**src/rtl/dsadc_pkg.sv**
```systemverilog
package dsadc_pkg;

  localparam int NDEC      = 3;
  localparam int DIG_W     = 4;
  localparam int CNT_W     = NDEC * DIG_W + 1;
  localparam int DEC_SPAN  = 10 ** NDEC;
  localparam int MAX_COUNT = 2 * DEC_SPAN;

  typedef enum logic [1:0] {
    PH_AZ    = 2'd0,
    PH_INT   = 2'd1,
    PH_DEINT = 2'd2
  } phase_e;

  typedef struct packed {
    logic             ovr;
    logic             neg;
    logic [CNT_W-1:0] cnt;
  } reading_t;

  // Binary to counter code: thousands bit on top, then BCD decades.
  function automatic logic [CNT_W-1:0] bcd_of(input int v);
    logic [CNT_W-1:0] r;
    int rem;
    r   = '0;
    rem = v;
    if (rem >= DEC_SPAN) begin
      r[CNT_W-1] = 1'b1;
      rem        = rem - DEC_SPAN;
    end
    for (int d = 0; d < NDEC; d++) begin
      r[d*DIG_W +: DIG_W] = DIG_W'(rem % 10);
      rem                 = rem / 10;
    end
    return r;
  endfunction

endpackage

```
**src/rtl/dsadc_prescaler.sv**
```systemverilog
module dsadc_prescaler #(
  parameter int DIV = 4
) (
  input  logic clk_i,
  input  logic rst_ni,
  output logic tick_o
);
  localparam int W = (DIV > 2) ? $clog2(DIV) : 1;
  localparam logic [W-1:0] LAST = W'(DIV - 1);

  logic [W-1:0] cnt_q, cnt_d;

  always_comb begin
    if (cnt_q == LAST) cnt_d = '0;
    else               cnt_d = cnt_q + 1'b1;
  end

  always_ff @(posedge clk_i or negedge rst_ni) begin
    if (!rst_ni) cnt_q <= '0;
    else         cnt_q <= cnt_d;
  end

  assign tick_o = (cnt_q == LAST);
endmodule

```
**src/rtl/dsadc_bcd_counter.sv**
```systemverilog
module dsadc_bcd_counter
  import dsadc_pkg::*;
(
  input  logic             clk_i,
  input  logic             rst_ni,
  input  logic             clr_i,
  input  logic             inc_i,
  output logic [CNT_W-1:0] value_o
);
  logic [NDEC-1:0] nine;
  logic            thou_q, thou_d;

  for (genvar i = 0; i < NDEC; i++) begin : g_dec
    localparam logic [NDEC-1:0] LOW_MASK = NDEC'((1 << i) - 1);
    logic [DIG_W-1:0] dig_q, dig_d;
    logic             cin;

    assign cin     = inc_i && ((nine & LOW_MASK) == LOW_MASK);
    assign nine[i] = (dig_q == DIG_W'(9));

    always_comb begin
      dig_d = dig_q;
      if (clr_i)    dig_d = '0;
      else if (cin) dig_d = nine[i] ? '0 : dig_q + 1'b1;
    end

    always_ff @(posedge clk_i or negedge rst_ni) begin
      if (!rst_ni) dig_q <= '0;
      else         dig_q <= dig_d;
    end

    assign value_o[i*DIG_W +: DIG_W] = dig_q;
  end

  always_comb begin
    thou_d = thou_q;
    if (clr_i)                   thou_d = 1'b0;
    else if (inc_i && (&nine))   thou_d = ~thou_q;
  end

  always_ff @(posedge clk_i or negedge rst_ni) begin
    if (!rst_ni) thou_q <= 1'b0;
    else         thou_q <= thou_d;
  end

  assign value_o[CNT_W-1] = thou_q;
endmodule

```
**src/rtl/dsadc_sequencer.sv**
```systemverilog
module dsadc_sequencer
  import dsadc_pkg::*;
#(
  parameter int AZ_COUNTS  = 1000,
  parameter int INT_COUNTS = 1000
) (
  input  logic             clk_i,
  input  logic             rst_ni,
  input  logic             tick_i,
  input  logic             cmp_i,
  input  logic [CNT_W-1:0] cnt_i,
  output logic             cnt_clr_o,
  output logic             cnt_inc_o,
  output phase_e           phase_o,
  output logic             neg_o,
  output logic             load_o,
  output logic             ovr_o
);
  localparam logic [CNT_W-1:0] AZ_LAST   = bcd_of(AZ_COUNTS - 1);
  localparam logic [CNT_W-1:0] INT_LAST  = bcd_of(INT_COUNTS - 1);
  localparam logic [CNT_W-1:0] FULL_LAST = bcd_of(MAX_COUNT - 1);

  phase_e phase_q, phase_d;
  logic   neg_q, neg_d;

  always_comb begin
    phase_d   = phase_q;
    neg_d     = neg_q;
    cnt_clr_o = 1'b0;
    cnt_inc_o = 1'b0;
    load_o    = 1'b0;
    ovr_o     = 1'b0;
    if (tick_i) begin
      unique case (phase_q)
        PH_AZ: begin
          if (cnt_i == AZ_LAST) begin
            phase_d   = PH_INT;
            cnt_clr_o = 1'b1;
          end else begin
            cnt_inc_o = 1'b1;
          end
        end
        PH_INT: begin
          if (cnt_i == INT_LAST) begin
            phase_d   = PH_DEINT;
            cnt_clr_o = 1'b1;
            neg_d     = ~cmp_i;
          end else begin
            cnt_inc_o = 1'b1;
          end
        end
        PH_DEINT: begin
          if (cmp_i == neg_q) begin
            phase_d   = PH_AZ;
            cnt_clr_o = 1'b1;
            load_o    = 1'b1;
          end else if (cnt_i == FULL_LAST) begin
            phase_d   = PH_AZ;
            cnt_clr_o = 1'b1;
            load_o    = 1'b1;
            ovr_o     = 1'b1;
          end else begin
            cnt_inc_o = 1'b1;
          end
        end
        default: begin
          phase_d   = PH_AZ;
          cnt_clr_o = 1'b1;
        end
      endcase
    end
  end

  always_ff @(posedge clk_i or negedge rst_ni) begin
    if (!rst_ni) begin
      phase_q <= PH_AZ;
      neg_q   <= 1'b0;
    end else begin
      phase_q <= phase_d;
      neg_q   <= neg_d;
    end
  end

  assign phase_o = phase_q;
  assign neg_o   = neg_q;
endmodule

```
**src/rtl/dsadc_result_reg.sv**
```systemverilog
module dsadc_result_reg
  import dsadc_pkg::*;
(
  input  logic     clk_i,
  input  logic     rst_ni,
  input  logic     load_i,
  input  logic     hold_i,
  input  reading_t d_i,
  output reading_t q_o
);
  reading_t q_q, q_d;
  logic     en;

  assign en = load_i && !hold_i;

  always_comb begin
    q_d = q_q;
    if (en) q_d = d_i;
  end

  always_ff @(posedge clk_i or negedge rst_ni) begin
    if (!rst_ni) q_q <= '0;
    else         q_q <= q_d;
  end

  assign q_o = q_q;
endmodule

```
**src/rtl/dsadc_top.sv**
```systemverilog
module dsadc_top
  import dsadc_pkg::*;
#(
  parameter int CLK_DIV    = 4,
  parameter int AZ_COUNTS  = 1000,
  parameter int INT_COUNTS = 1000
) (
  input  logic       clk_i,
  input  logic       rst_ni,
  input  logic       cmp_i,
  input  logic       hold_i,
  output logic       az_sw_o,
  output logic       in_sw_o,
  output logic       refp_sw_o,
  output logic       refn_sw_o,
  output logic       int_flag_o,
  output logic       deint_flag_o,
  output logic       rd_thou_o,
  output logic [3:0] rd_hund_o,
  output logic [3:0] rd_tens_o,
  output logic [3:0] rd_unit_o,
  output logic       rd_neg_o,
  output logic       rd_ovr_o
);
  logic             tick, cnt_clr, cnt_inc, neg, load, ovr;
  logic [CNT_W-1:0] cnt;
  phase_e           phase;
  reading_t         rd_d, rd_q;

  dsadc_prescaler #(.DIV(CLK_DIV)) u_pre (
    .clk_i (clk_i), .rst_ni(rst_ni), .tick_o(tick)
  );

  dsadc_bcd_counter u_cnt (
    .clk_i  (clk_i), .rst_ni(rst_ni),
    .clr_i  (cnt_clr), .inc_i(cnt_inc), .value_o(cnt)
  );

  dsadc_sequencer #(.AZ_COUNTS(AZ_COUNTS), .INT_COUNTS(INT_COUNTS)) u_seq (
    .clk_i    (clk_i),   .rst_ni   (rst_ni), .tick_i(tick),
    .cmp_i    (cmp_i),   .cnt_i    (cnt),
    .cnt_clr_o(cnt_clr), .cnt_inc_o(cnt_inc),
    .phase_o  (phase),   .neg_o    (neg),
    .load_o   (load),    .ovr_o    (ovr)
  );

  assign rd_d = '{ovr: ovr, neg: neg, cnt: cnt};

  dsadc_result_reg u_res (
    .clk_i(clk_i), .rst_ni(rst_ni), .load_i(load),
    .hold_i(hold_i), .d_i(rd_d), .q_o(rd_q)
  );

  assign az_sw_o      = (phase == PH_AZ);
  assign in_sw_o      = (phase == PH_INT);
  assign int_flag_o   = (phase == PH_INT);
  assign deint_flag_o = (phase == PH_DEINT);
  assign refp_sw_o    = deint_flag_o &&  neg;
  assign refn_sw_o    = deint_flag_o && !neg;

  assign rd_thou_o = rd_q.cnt[CNT_W-1];
  assign rd_hund_o = rd_q.cnt[2*DIG_W +: DIG_W];
  assign rd_tens_o = rd_q.cnt[DIG_W +: DIG_W];
  assign rd_unit_o = rd_q.cnt[0 +: DIG_W];
  assign rd_neg_o  = rd_q.neg;
  assign rd_ovr_o  = rd_q.ovr;
endmodule

```
**config.mk**
```make
export PLATFORM = sky130hd
export DESIGN_NAME = dsadc_top
export DESIGN_NICKNAME = d
export VERILOG_FILES = /design/src/rtl/dsadc_pkg.sv /design/src/rtl/dsadc_prescaler.sv /design/src/rtl/dsadc_bcd_counter.sv /design/src/rtl/dsadc_sequencer.sv /design/src/rtl/dsadc_result_reg.sv /design/src/rtl/dsadc_top.sv
export SDC_FILE = /design/constraint.sdc
export NUM_CORES = 1
export LEC_CHECK = 0
export CAP_MARGIN = 20
export CORE_ASPECT_RATIO = 1.5
export CORE_MARGIN = 2
export CORE_UTILIZATION = 30
export DETAILED_ROUTE_END_ITERATION = 10
export DONT_BUFFER_PORTS = 1
export GPL_TIMING_DRIVEN = 0
export PLACE_DENSITY = 0.53
export SKIP_LAST_GASP = 1
export SLEW_MARGIN = 25
export SYNTH_ARGS = -nofsm -noshare
export SYNTH_HDL_FRONTEND = slang
export SYNTH_SLANG_ARGS = --single-unit
```
**constraint.sdc**
```tcl
create_clock -name clk_i -period 4.1 [get_ports clk_i]
set_clock_uncertainty 0.05 [all_clocks]
set_input_delay 0.615 -clock clk_i [delete_from_list [all_inputs] [get_ports clk_i]]
set_output_delay 0.615 -clock clk_i [all_outputs]
set_load 0.02 [all_outputs]
```
Word level (Yosys, flattened, before mapping):

Index checks and enable logic that the tools add are counted.

* register bits after elaboration: 33
* output and inout bits: 21
* input bits: 4

* multiplexer cells: 32
* reduce and logical (&&, ||, !) cells: 17
* bitwise gates (word level): 2
* $add $sub $neg: 4
* eq/ne operators: 13

Operators by type and width (count)
* $mux 4: 9
* $mux 1: 15
* $eq 13x12->1 const B: 1
* $eq 13x13->1 const B: 1
* $add 4x1->4 const B: 3
* $eq 4x4->1 const B: 3
* $mux 2: 5
* $reduce_bool 2->1: 4
* $eq 2x2->1 const B: 3
* $logic_and 1x1->1: 6
* $pmux 2 s3: 1
* $reduce_and 3->1: 2
* $ne 2x1->1 const B: 2
* $pmux 1 s2: 2
* $reduce_and 4->1: 1
* $ne 3x1->1 const B: 1
* $add 2x1->2 const B: 1
* $eq 2x1->1 const B: 1
* $logic_not 1->1: 2
* $logic_not 2->1: 1
* $not 1->1: 2
* $reduce_or 2->1: 1
* $eq 1x1->1: 1

Logic depth before layout (Yosys ltp):

* word-level depth: 8
* depth in mapped cells: 8
* gate-level depth less buffers: 6

Cells and area by module:

From an unflattened synthesis, not the netlist that was laid out.

* cells, all modules: 157
* area, all modules: 1793.0 um^2

By module, submodules not included
* dsadc_bcd_counter: times used 1, area each 762.0 um^2, seq. area each 325.3 um^2, cells each 80
* dsadc_result_reg: times used 1, area each 626.9 um^2, seq. area each 375.4 um^2, cells each 33
* dsadc_sequencer: times used 1, area each 292.8 um^2, seq. area each 75.1 um^2, cells each 34
* dsadc_prescaler: times used 1, area each 66.3 um^2, seq. area each 50.0 um^2, cells each 4
* dsadc_top: times used 1, area each 45.0 um^2, seq. area each 0.0 um^2, cells each 6

Worst setup path after synthesis:

No wires, ideal clock.

* kind: flip-flop to flip-flop
* start point: register u_cnt.g_dec[0].dig_q[1]
* end point: register u_res.q_q (netlist bit u_res.q_o[10])
* buffers on the path: 2
* setup slack: 2223 ps
* data required time: 3925 ps
* data arrival time: 1703 ps
* period minus slack after synthesis: 1877 ps
* stages on the path, launching flop included: 9
* cells stage by stage: dfrtp_1 inv_1 ha_1 and3b_1 buf_6 nand3_4 o21ai_2 buf_6 mux2_2

* longest elaborated chain between the ends: 6

RTL lines
* from (decl): line dsadc_bcd_counter.sv:15 `logic [DIG_W-1:0] dig_q, dig_d;`
* from (signal assigned): line dsadc_bcd_counter.sv:29 `else dig_q <= dig_d;`
* $eq 13x13->1: line dsadc_sequencer.sv:57 `end else if (cnt_i == FULL_LAST) begin`
* $mux 1: line dsadc_sequencer.sv:57
* $mux 1: line dsadc_sequencer.sv:53 `if (cmp_i == neg_q) begin`
* $mux 1: line dsadc_sequencer.sv:34 `unique case (phase_q)`
* $mux 1: line dsadc_sequencer.sv:33 `if (tick_i) begin`
* $logic_and 1x1->1: line dsadc_result_reg.sv:14 `assign en = load_i && !hold_i;`
* to (signal assigned): line dsadc_result_reg.sv:23 `else q_q <= q_d;`
* to (decl): line dsadc_result_reg.sv:11 `reading_t q_q, q_d;`

No other way between the ends.
A chain may end at the register's enable or synchronous reset.

Worst setup path after layout:

* start point: register u_seq.phase_q[1], in the netlist u_seq.phase_o[1]
* end point: output port int_flag_o

* longest elaborated chain between the ends: 1

RTL lines
* from (decl): line dsadc_sequencer.sv:23 `phase_e phase_q, phase_d;`
* from (signal assigned): line dsadc_sequencer.sv:79 `phase_q <= phase_d;`
* $eq 2x1->1
* to (decl): line dsadc_top.sv:16 `output logic int_flag_o,`

No other way between the ends.

==> results.toml <==
[grt]
grt_remaining_overflow = 0
grt_use_total_pct = 12.5
antenna_found_initial = 0
grt_max_degree = 34
grt_pass1_vias = 1257
grt_pass1_wl_um = 6170

[floorplanning]
die_h_um = 97.3
ios = 25
rows = 34
die_width_um = 66.2
dieArea_mm2 = 0.00644
core-area_mm2 = 0.00570
initial_core_util_pct = 30.5

[synth]
ys_types = 48
synthArstFlopShare_pct = 100
synth_seq_cells = 33
syn_inst = 152
synth-edff-count = 0
synth_area_leaders = "dfrtp_1, mux2_2, ha_1"
netlist.area_leader.share_pct = 47.4
avgSynthCellArea_um2 = 11.5
synth_area_mm2 = 0.00174
synth.net_count = 163
ys.flop_type = "dfrtp_1"
yosysWarnings = 0
yosysTopAreaCell = "dfrtp_1"
seq_area_frac_synth_pct = 47.4

[sta]
fmax_ghz = 0.451
slew_headroom_pct = 64.9
hold_ws_ps = 102
maxSlewViolCount = 0
fin_crit_sh_pct = 54.1
worst_pin_slew_ps = 526
rsz0062_at_grt = "no"
period_needed_ps = 2220
finalHoldViolations = 0
setup_tns_ps = 0
setup_viol = 0

[worst_setup_path]
max_stage_delay_ps = 460
worst-path-buf-inv = 2
crit_path_max_fanout = 10
reg2reg_from = "u_cnt.g_dec[0].dig_q[1]"
worstPathCellList = "clkbuf_2 -> nor2b_1 -> buf_4"
crit_path_start_kind = "register"
cp_top_family = "simple AND/OR/NAND/NOR gates"
crit_type = "register to output port"
reg2reg_to = "u_res.q_o[8]"
worstPathArrival_ps = 1550
crit_slowest_cell = "nor2b_1"
r2r_cells = 8
critPathRequiredTime_ps = 3430
setup.worst_path.end_class = "output port"
ff2ff_setup_slack_ps = 1990
cp.depth = 3

[power]
p_leak_nw = 0.858
p_per_area_mw_per_mm2 = 547
irDropWorstVdd_mv = 0.249
fin_total_pwr_mw = 1.08

[detailed_routing]
viasPerCell = 5.24
antenna_left = 0
drt-total-wl_um = 3610
drt_iter0_markers = 67
drc = 0
first_pass_iters = 4
num_vias = 1220
wl_per_cell_um = 15.5

[worst_hold_path]
hold_path.class = "input pin to asynchronous set/reset pin"

[cells_and_area]
fin_nets = 171
antenna_cells = 0
syn2layout_area_growth_pct = 13.0
drive_above_1_share_pct = 23.0

[clock_tree]
clk_pin_slew_ps = 70
clk_path_buf_depth = 2
clk_latency_ps = 280
numCtsBuffers = 5
tritoncts = "built"
cts.sinks = 33
cts-resized-gates = 0
root_buffer = "clkbuf_8"
cts_htree_levels = 2

[status]
outcome = "finished, final reports clean"

[placed_design]
portBuffers = 0
gp_congestion = 0.775
hpwlAfterDp_um = 2640

[run]
cap_violations = 0
==> placed cells by master (no fill, tap or decap), types with 3 or more instances in the layout <==
master	Yosys	layout
and3_1	3	3
clkbuf_8	0	6
dfrtp_1	33	33
ha_1	7	7
inv_1	7	7
mux2_2	13	13
mux2i_1	3	3
nand2_1	9	9
nand2b_1	5	5
nand3_1	3	3
nand4_1	3	3
nor2_1	10	10
o21ai_0	10	10
==> flip-flops by register name, summed over array words and instances, names as in the netlist <==
name and flops:
u_res.q_o 15, u_seq.neg_o 1, u_seq.phase_o 2, u_cnt.g_dec.dig_q 12
u_cnt.thou_q 1, u_pre.cnt_q 2
==> power by group <==
| group | internal (mW) | switching, mW | total (mW) |
|---|---|---|---|
| Combinational | 0.102 | 0.116 | 0.218 |
| Clock | 0.198 | 0.122 | 0.320 |
| Sequential | 0.408 | 0.131 | 0.538 |
==> layer usage <==
metal	track usage (%)	part of all wire (%)	vias up
li1	-	-	561
met1	14.3	40	617
met2	20.2	52	36
met3	4.06	5.5	6
met4	6.59	1.8	0
met5	0	0	-
==> cells by family after synthesis <==
group / synth area share (%)
simple gates: 19.0
fa+ha+maj: 5.03
buf+inv: 4.46
xor+xnor: 1.44
mux: 10.8
compound gates: 11.9
flops: 47.4
==> per-stage QoR <==
| step | setup WS (ps) | area, um^2 | util [%] | std cells |
|---|---|---|---|---|
| after floorplan | 2220 | 1740 | - | 152 |
| after global placement | 2020 | 1830 | 32.1 | 224 |
| after detailed placement | 1960 | 1830 | 32.1 | 224 |
| after CTS | 1860 | 1970 | 34.5 | 233 |
| after global routing | 1780 | 1970 | 34.5 | 233 |
| final | 1880 | 1970 | 34.5 | 233 |
==> Yosys cell counts (all sizes together) (2+ instances only) <==
cell type,count
inv,7
nand2,9
nand2b,5
o21ai,11
o2bb2ai,3
nand4,3
mux2i,3
and3,3
clkbuf,2
nor2,10
or3,2
and3b,3
nor2b,2
nand3,5
mux2,14
dfrtp,33
and4,2
a21oi,2
ha,7
buf,5
o21a,2
==> cell type report <==
cell class                 count  area, um^2
buffer                         7        51.3
timing repair buffer           1        20.0
clock buffer                   7        86.3
inverter                       7        26.3
tap                           72        90.1
clock inverter                 1        30.0
multi-input combinational    105         837
fill                         605        3730
sequential                    33         826
==> worst max-delay path by stage <==
stage                                       start            end  slack (ps)
after floorplan           u_cnt.g_dec[0].dig_q[1]  u_res.q_o[10]        2220
after global placement    u_cnt.g_dec[0].dig_q[1]   u_res.q_o[2]        2020
final                            u_seq.phase_o[1]     int_flag_o        1880
after detailed placement  u_cnt.g_dec[0].dig_q[1]  u_res.q_o[11]        1960
after CTS                        u_seq.phase_o[1]     int_flag_o        1860
after global routing             u_seq.phase_o[1]     int_flag_o        1780
==> timing repair <==
action,CTS,global route
hold buffers,1,0
setup buffers,0,0
endpoints found under the hold margin,33,0
Power figures use the tool's default switching activity.
